===== config.mk =====
export PLATFORM = sky130hd
export DESIGN_NAME = bcd_rtc
export DESIGN_NICKNAME = d
export VERILOG_FILES = /design/src/rtl/bcd_rtc.sv
export SDC_FILE = /design/constraint.sdc
export NUM_CORES = 1
export LEC_CHECK = 0
export BUFFER_PORTS_ARGS = -buffer_cell sky130_fd_sc_hd__clkbuf_2
export CAP_MARGIN = 0
export CORE_MARGIN = 1
export CORE_UTILIZATION = 41
export CTS_BUF_LIST = sky130_fd_sc_hd__clkbuf_8 sky130_fd_sc_hd__clkbuf_16
export DETAILED_ROUTE_END_ITERATION = 12
export GPL_ROUTABILITY_DRIVEN = 0
export GPL_TIMING_DRIVEN = 0
export PLACE_DENSITY_LB_ADDON = 0.1
export SLEW_MARGIN = 5
export SYNTH_ARGS = -nofsm -noshare
export SYNTH_HDL_FRONTEND = slang
export SYNTH_SLANG_ARGS = --single-unit

===== constraint.sdc =====
create_clock -name clk -period 2.3 [get_ports clk]
set_input_delay 0 -clock clk [delete_from_list [all_inputs] [get_ports clk]]
set_output_delay 0 -clock clk [all_outputs]
set_load 0.05 [all_outputs]

===== src/rtl/bcd_rtc.sv =====
module bcd_rtc #(
  parameter int DIV = 32768
) (
  input  logic       clk,
  input  logic       rst_n,
  input  logic       osc_en_n,
  input  logic       wr_en,
  input  logic [2:0] wr_addr,
  input  logic [7:0] wr_data,
  input  logic [2:0] rd_addr,
  output logic [7:0] rd_data,
  output logic       tick
);
  localparam int PW = (DIV > 1) ? $clog2(DIV) : 1;
  localparam logic [PW-1:0] PRE_LAST = PW'(DIV - 1);

  logic [PW-1:0] pre;
  logic [6:0] sec_q, min_q, hour_q;
  logic [2:0] day_q;
  logic [5:0] date_q;
  logic [4:0] mon_q;
  logic [7:0] year_q;

  function automatic logic [7:0] bcd_inc(input logic [7:0] v);
    return (v[3:0] == 4'd9) ? {v[7:4] + 4'd1, 4'd0} : v + 8'd1;
  endfunction

  wire run = !osc_en_n;
  assign tick = run && (pre == PRE_LAST);

  wire w_sec  = wr_en && (wr_addr == 3'd0);
  wire w_min  = wr_en && (wr_addr == 3'd1);
  wire w_hour = wr_en && (wr_addr == 3'd2);
  wire w_day  = wr_en && (wr_addr == 3'd3);
  wire w_date = wr_en && (wr_addr == 3'd4);
  wire w_mon  = wr_en && (wr_addr == 3'd5);
  wire w_year = wr_en && (wr_addr == 3'd6);

  always_ff @(posedge clk or negedge rst_n)
    if (!rst_n)      pre <= '0;
    else if (w_sec)  pre <= '0;
    else if (tick)   pre <= '0;
    else if (run)    pre <= pre + 1'b1;

  // seconds and minutes
  wire sec_wrap = (sec_q == 7'h59);
  wire min_wrap = (min_q == 7'h59);
  logic [7:0] sec_inc, min_inc;
  assign sec_inc = bcd_inc({1'b0, sec_q});
  assign min_inc = bcd_inc({1'b0, min_q});
  wire [6:0] sec_n = sec_wrap ? 7'h00 : sec_inc[6:0];
  wire [6:0] min_n = min_wrap ? 7'h00 : min_inc[6:0];

  // hours
  logic [6:0] hour_n;
  logic       hour_carry;
  logic [7:0] h12_inc, h24_inc;
  assign h12_inc = bcd_inc({3'b0, hour_q[4:0]});
  assign h24_inc = bcd_inc({2'b0, hour_q[5:0]});
  always_comb begin
    hour_carry = 1'b0;
    if (hour_q[6]) begin
      if (hour_q[4:0] == 5'h12)
        hour_n = {1'b1, hour_q[5], 5'h01};
      else if (hour_q[4:0] == 5'h11) begin
        hour_n     = {1'b1, ~hour_q[5], 5'h12};
        hour_carry = hour_q[5];
      end else
        hour_n = {1'b1, hour_q[5], h12_inc[4:0]};
    end else begin
      if (hour_q[5:0] == 6'h23) begin
        hour_n     = 7'h00;
        hour_carry = 1'b1;
      end else
        hour_n = {1'b0, h24_inc[5:0]};
    end
  end

  // calendar
  wire [2:0] day_n = (day_q == 3'd7) ? 3'd1 : day_q + 3'd1;

  logic [6:0] year_bin;
  assign year_bin = 7'(year_q[7:4]) * 7'd10 + 7'(year_q[3:0]);
  wire leap = (year_bin[1:0] == 2'b00);

  logic [5:0] last_date;
  always_comb
    case (mon_q)
      5'h02:                      last_date = leap ? 6'h29 : 6'h28;
      5'h04, 5'h06, 5'h09, 5'h11: last_date = 6'h30;
      default:                    last_date = 6'h31;
    endcase

  wire date_wrap = (date_q == last_date);
  wire mon_wrap  = (mon_q == 5'h12);
  wire year_wrap = (year_q == 8'h99);
  logic [7:0] date_inc, mon_inc, year_inc;
  assign date_inc = bcd_inc({2'b0, date_q});
  assign mon_inc  = bcd_inc({3'b0, mon_q});
  assign year_inc = bcd_inc(year_q);
  wire [5:0] date_n = date_wrap ? 6'h01 : date_inc[5:0];
  wire [4:0] mon_n  = mon_wrap  ? 5'h01 : mon_inc[4:0];
  wire [7:0] year_n = year_wrap ? 8'h00 : year_inc;

  wire adv_min  = tick && sec_wrap;
  wire adv_hour = adv_min && min_wrap;
  wire adv_day  = adv_hour && hour_carry;
  wire adv_mon  = adv_day && date_wrap;
  wire adv_year = adv_mon && mon_wrap;

  always_ff @(posedge clk or negedge rst_n)
    if (!rst_n) begin
      sec_q  <= 7'h00;
      min_q  <= 7'h00;
      hour_q <= 7'h00;
      day_q  <= 3'd1;
      date_q <= 6'h01;
      mon_q  <= 5'h01;
      year_q <= 8'h00;
    end else begin
      if (w_sec)         sec_q  <= wr_data[6:0];
      else if (tick)     sec_q  <= sec_n;
      if (w_min)         min_q  <= wr_data[6:0];
      else if (adv_min)  min_q  <= min_n;
      if (w_hour)        hour_q <= wr_data[6:0];
      else if (adv_hour) hour_q <= hour_n;
      if (w_day)         day_q  <= wr_data[2:0];
      else if (adv_day)  day_q  <= day_n;
      if (w_date)        date_q <= wr_data[5:0];
      else if (adv_day)  date_q <= date_n;
      if (w_mon)         mon_q  <= wr_data[4:0];
      else if (adv_mon)  mon_q  <= mon_n;
      if (w_year)        year_q <= wr_data;
      else if (adv_year) year_q <= year_n;
    end

  always_comb
    case (rd_addr)
      3'd0:    rd_data = {1'b0, sec_q};
      3'd1:    rd_data = {1'b0, min_q};
      3'd2:    rd_data = {1'b0, hour_q};
      3'd3:    rd_data = {5'b0, day_q};
      3'd4:    rd_data = {2'b0, date_q};
      3'd5:    rd_data = {3'b0, mon_q};
      3'd6:    rd_data = year_q;
      default: rd_data = 8'h00;
    endcase
endmodule


==> flow_metrics.env <==
export IMPL_cts_inserted_buffers=9
export IMPL_yosysUniqueCellTypes=83
export IMPL_grtUsageTotal_pct=26.3
export IMPL_hold_path_class="input port to flip-flop"
export IMPL_wl_per_cell_um=18.9
export IMPL_crit_family="compound AO/OA/AOI/OAI gates"
export IMPL_pwr_share_comb_pct=30.1
export IMPL_synth_top_cell_by_area="dfrtp_1"
export IMPL_fin_cells=762
export IMPL_maxCapViolCount=0
export IMPL_top_usage_layer="met2"
export IMPL_async_reset_ff_share_pct=100
export IMPL_ys_warn_count=0
export IMPL_drt_iter0_drc=299
export IMPL_grt_pass1_vias=4364
export IMPL_slew_headroom_pct=9.89
export IMPL_dieArea_mm2=0.0118
export IMPL_wl_mm=14.4
export IMPL_dpl_cell_count=712
export IMPL_peakVddDrop_mv=0.337
export IMPL_worstPathCellList="nand4b_1 > a2111oi_4 > buf_4 > nand4_4 > a211oi_4 > buf_6 > nor2_1 > a221o_1"
export IMPL_cts_htree_levels=3
export IMPL_synthTopCellsByArea="dfrtp_1, ha_1, nor2_1, nand2_1, a21oi_1"
export IMPL_first_pass_iters=4
export IMPL_grt_pass1_wl_mm=23.4
export IMPL_slowest_delay_ps=440
export IMPL_totalPowerFinal_mw=4.14
export IMPL_yosysTopAreaCellShare_pct=29.6
export IMPL_diodes=0
export IMPL_post_route_drc_count=0
export IMPL_min_period_ps=2300
export IMPL_violations="setup timing"
export IMPL_internal_power_mw=2.68
export IMPL_syn_to_final_growth_pct=24.5
export IMPL_use_met1_pct=37.3
export IMPL_cts_clk_slew_worst_paths_ps=60
export IMPL_max_freq_mhz=434
export IMPL_switching_power_mw=1.46
export IMPL_initial_core_util_pct=42.6
export IMPL_synth_edf_count=0
export IMPL_yosysMostFrequentCell="nor2_1"
export IMPL_cp_max_fo=5
export IMPL_cp_slowest_cell="dfrtp_1"
export IMPL_core_rowCount=38
export IMPL_hold_violations=0
export IMPL_ys_ff_latch=58
export IMPL_worstMarginPinSlew_ps=1350
export IMPL_synth_ff_type="dfrtp_1"
export IMPL_fin_skew_ps=3.20
export IMPL_status="finished, violations left"
export IMPL_syn_nets=585
export IMPL_setup_slack_ps=-4.32
export IMPL_die_width_um=109
export IMPL_endpoint_kind="flip-flop"
export IMPL_antenna_found_initial=0
export IMPL_clkPwrFrac_pct=35.2
export IMPL_use_met3_pct=2.95
export IMPL_met2_usage_pct=41.0
export IMPL_core_area_mm2=0.0109
export IMPL_port_buffers=22
export IMPL_fp_dieH_um=109
export IMPL_drive_gt1_share_pct=24.3
export IMPL_syn_area_mm2=0.00465
export IMPL_vias=4432
export IMPL_clockRootBuffer="clkbuf_16"
export IMPL_syn_instance_count=549
export IMPL_dpl_hpwl_mm=10.1
export IMPL_yosysSeqAreaShare_pct=31.3
export IMPL_synth_avg_cell_area_um2=8.48
export IMPL_final_util_pct=53.0
export IMPL_crit_type="flip-flop to flip-flop"
export IMPL_grt_max_degree=36
export IMPL_rsz0062_at_grt="yes"
export IMPL_setup_viol=1
export IMPL_synth_common_cells="nor2_1, nand2_1, dfrtp_1, a21oi_1, o21ai_0"
export IMPL_via_per_inst=5.82
export IMPL_cp_buffers_inverters=2
export IMPL_start_kind="flip-flop"
export IMPL_cts_sinks=58
export IMPL_arrival_ps=2520
export IMPL_fill_cells=1051
export IMPL_p_seq_share_pct=34.8
export IMPL_clock_tree_buffer_depth=2
export IMPL_pin_count=27
export IMPL_grt_overflow=0
export IMPL_ant_nets=0
export IMPL_clk_latency_ps=330
export IMPL_tritoncts="done"
export IMPL_final_nets=653
export IMPL_post_route_period_util_pct=100
export IMPL_p_per_area_mw_per_mm2=715
export IMPL_cp_required_ps=2520
export IMPL_maxSlewViolCount=0
export IMPL_sw_frac_of_total_pct=35.2
export IMPL_p_leak_nw=2.52
==> cell families after synthesis <==
logic type | after synthesis | share of synthesized area [%]
AND/OR/NAND/NOR | 232 | 27.9
AO/OA/AOI/OAI | 140 | 20.6
flip-flops | 58 | 31.3
buffers and inverters | 57 | 5.40
multiplexers | 26 | 6.59
XOR/XNOR | 18 | 3.39
adder cells (fa/ha/maj) | 18 | 4.84
==> cell usage in the layout (no fill, tap or decap), types with 6 or more instances in the layout <==
cell type / netlist / routed
nand2_1: 57 / 57
nor2_1: 58 / 55
dfrtp_1: 55 / 48
a21oi_1: 39 / 39
buf_4: 1 / 31
o21ai_0: 29 / 26
clkbuf_2: 1 / 22
inv_1: 20 / 19
mux2i_1: 19 / 19
nand3_1: 21 / 18
clkbuf_1: 21 / 17
ha_1: 18 / 16
xnor2_1: 12 / 12
a31oi_1: 11 / 11
buf_6: 3 / 9
nand3b_1: 9 / 9
clkbuf_16: 0 / 9
nor2b_1: 8 / 8
and3_1: 10 / 8
nor3_1: 10 / 8
nor3b_1: 8 / 7
or3_1: 7 / 7
dfrtp_2: 0 / 7
o22ai_1: 6 / 6
xor2_1: 6 / 6
==> area by class of cell <==
cell class                 count  area (um^2)  share of cell area (%)
inverter                      20         77.6                    1.34
clock inverter                 7         93.8                    1.62
buffer                        32          173                    2.98
multi-input combinational    434         3130                    54.1
sequential                    58         1460                    25.3
timing repair buffer          62          450                    7.78
clock buffer                   9          225                    3.89
tap                          140          175                    3.02
==> through the flow <==
stage	hold WS [ps]	area, um^2	setup WS, ps	setup TNS [ps]
after CTS	16.5	5620	-15.6	-23.0
after floorplan	-296	4650	16.1	0
after global routing	44.3	5790	-94.0	-316
after global placement	323	4940	-309	-3420
after detailed placement	-26.8	4960	-368	-4380
final	36.4	5790	-4.32	-4.32
==> path summary, 6_finish.rpt <==
path | start | endpoint | depth (start not counted) | slack, ps
min | wr_data[5] | year_q[5]$_DFFE_PN0P_ | 3 | 40
min reg2reg | pre[14]$_DFFE_PN0P_ | pre[14]$_DFFE_PN0P_ | 2 | 520
max in group asynchronous | rst_n | mon_q[0]$_DFFE_PN1P_ | 3 | 1560
min in group asynchronous | rst_n | pre[12]$_DFFE_PN0P_ | 2 | 150
max | hour_q[1]$_DFFE_PN0P_ | mon_q[1]$_DFFE_PN0P_ | 8 | -4
max reg2reg | hour_q[1]$_DFFE_PN0P_ | mon_q[1]$_DFFE_PN0P_ | 8 | -4
==> tightest hold or removal path, cell delays in order <==
cell	delay, ps
clkbuf_2	170
nand2_1	90
nand3_1	60
==> flip-flops by register name, summed over array words and instances (netlist names) <==
signal,cells
date_q,6
day_q,3
hour_q,7
min_q,7
mon_q,5
pre,15
sec_q,7
year_q,8
==> timing repair <==
action,4_1_cts,5_1_grt
gates resized for setup,27,31
hold endpoints to repair,59,0
pin swaps,12,9
setup buffers,25,10
hold buffers,4,0
endpoints found under the setup margin,26,38
==> layer usage <==
layer / share of wire [%] / wire length (um)
met1: 48 / 6900
met2: 46 / 6610
met3: 3.8 / 553
met4: 2.2 / 311
met5: 0 / 0
==> power by group through the flow <==
stage | Clock [mW] | Sequential [mW] | Combinational (mW)
final | 1.46 | 1.44 | 1.25
after detailed placement | 0 | 1.44 | 1.09
after global placement | 0 | 1.44 | 1.07
after CTS | 1.48 | 1.42 | 1.20
after floorplan | 0 | 1.37 | 0.844
after global routing | 1.52 | 1.47 | 1.39
Power figures use the tool's default switching activity.
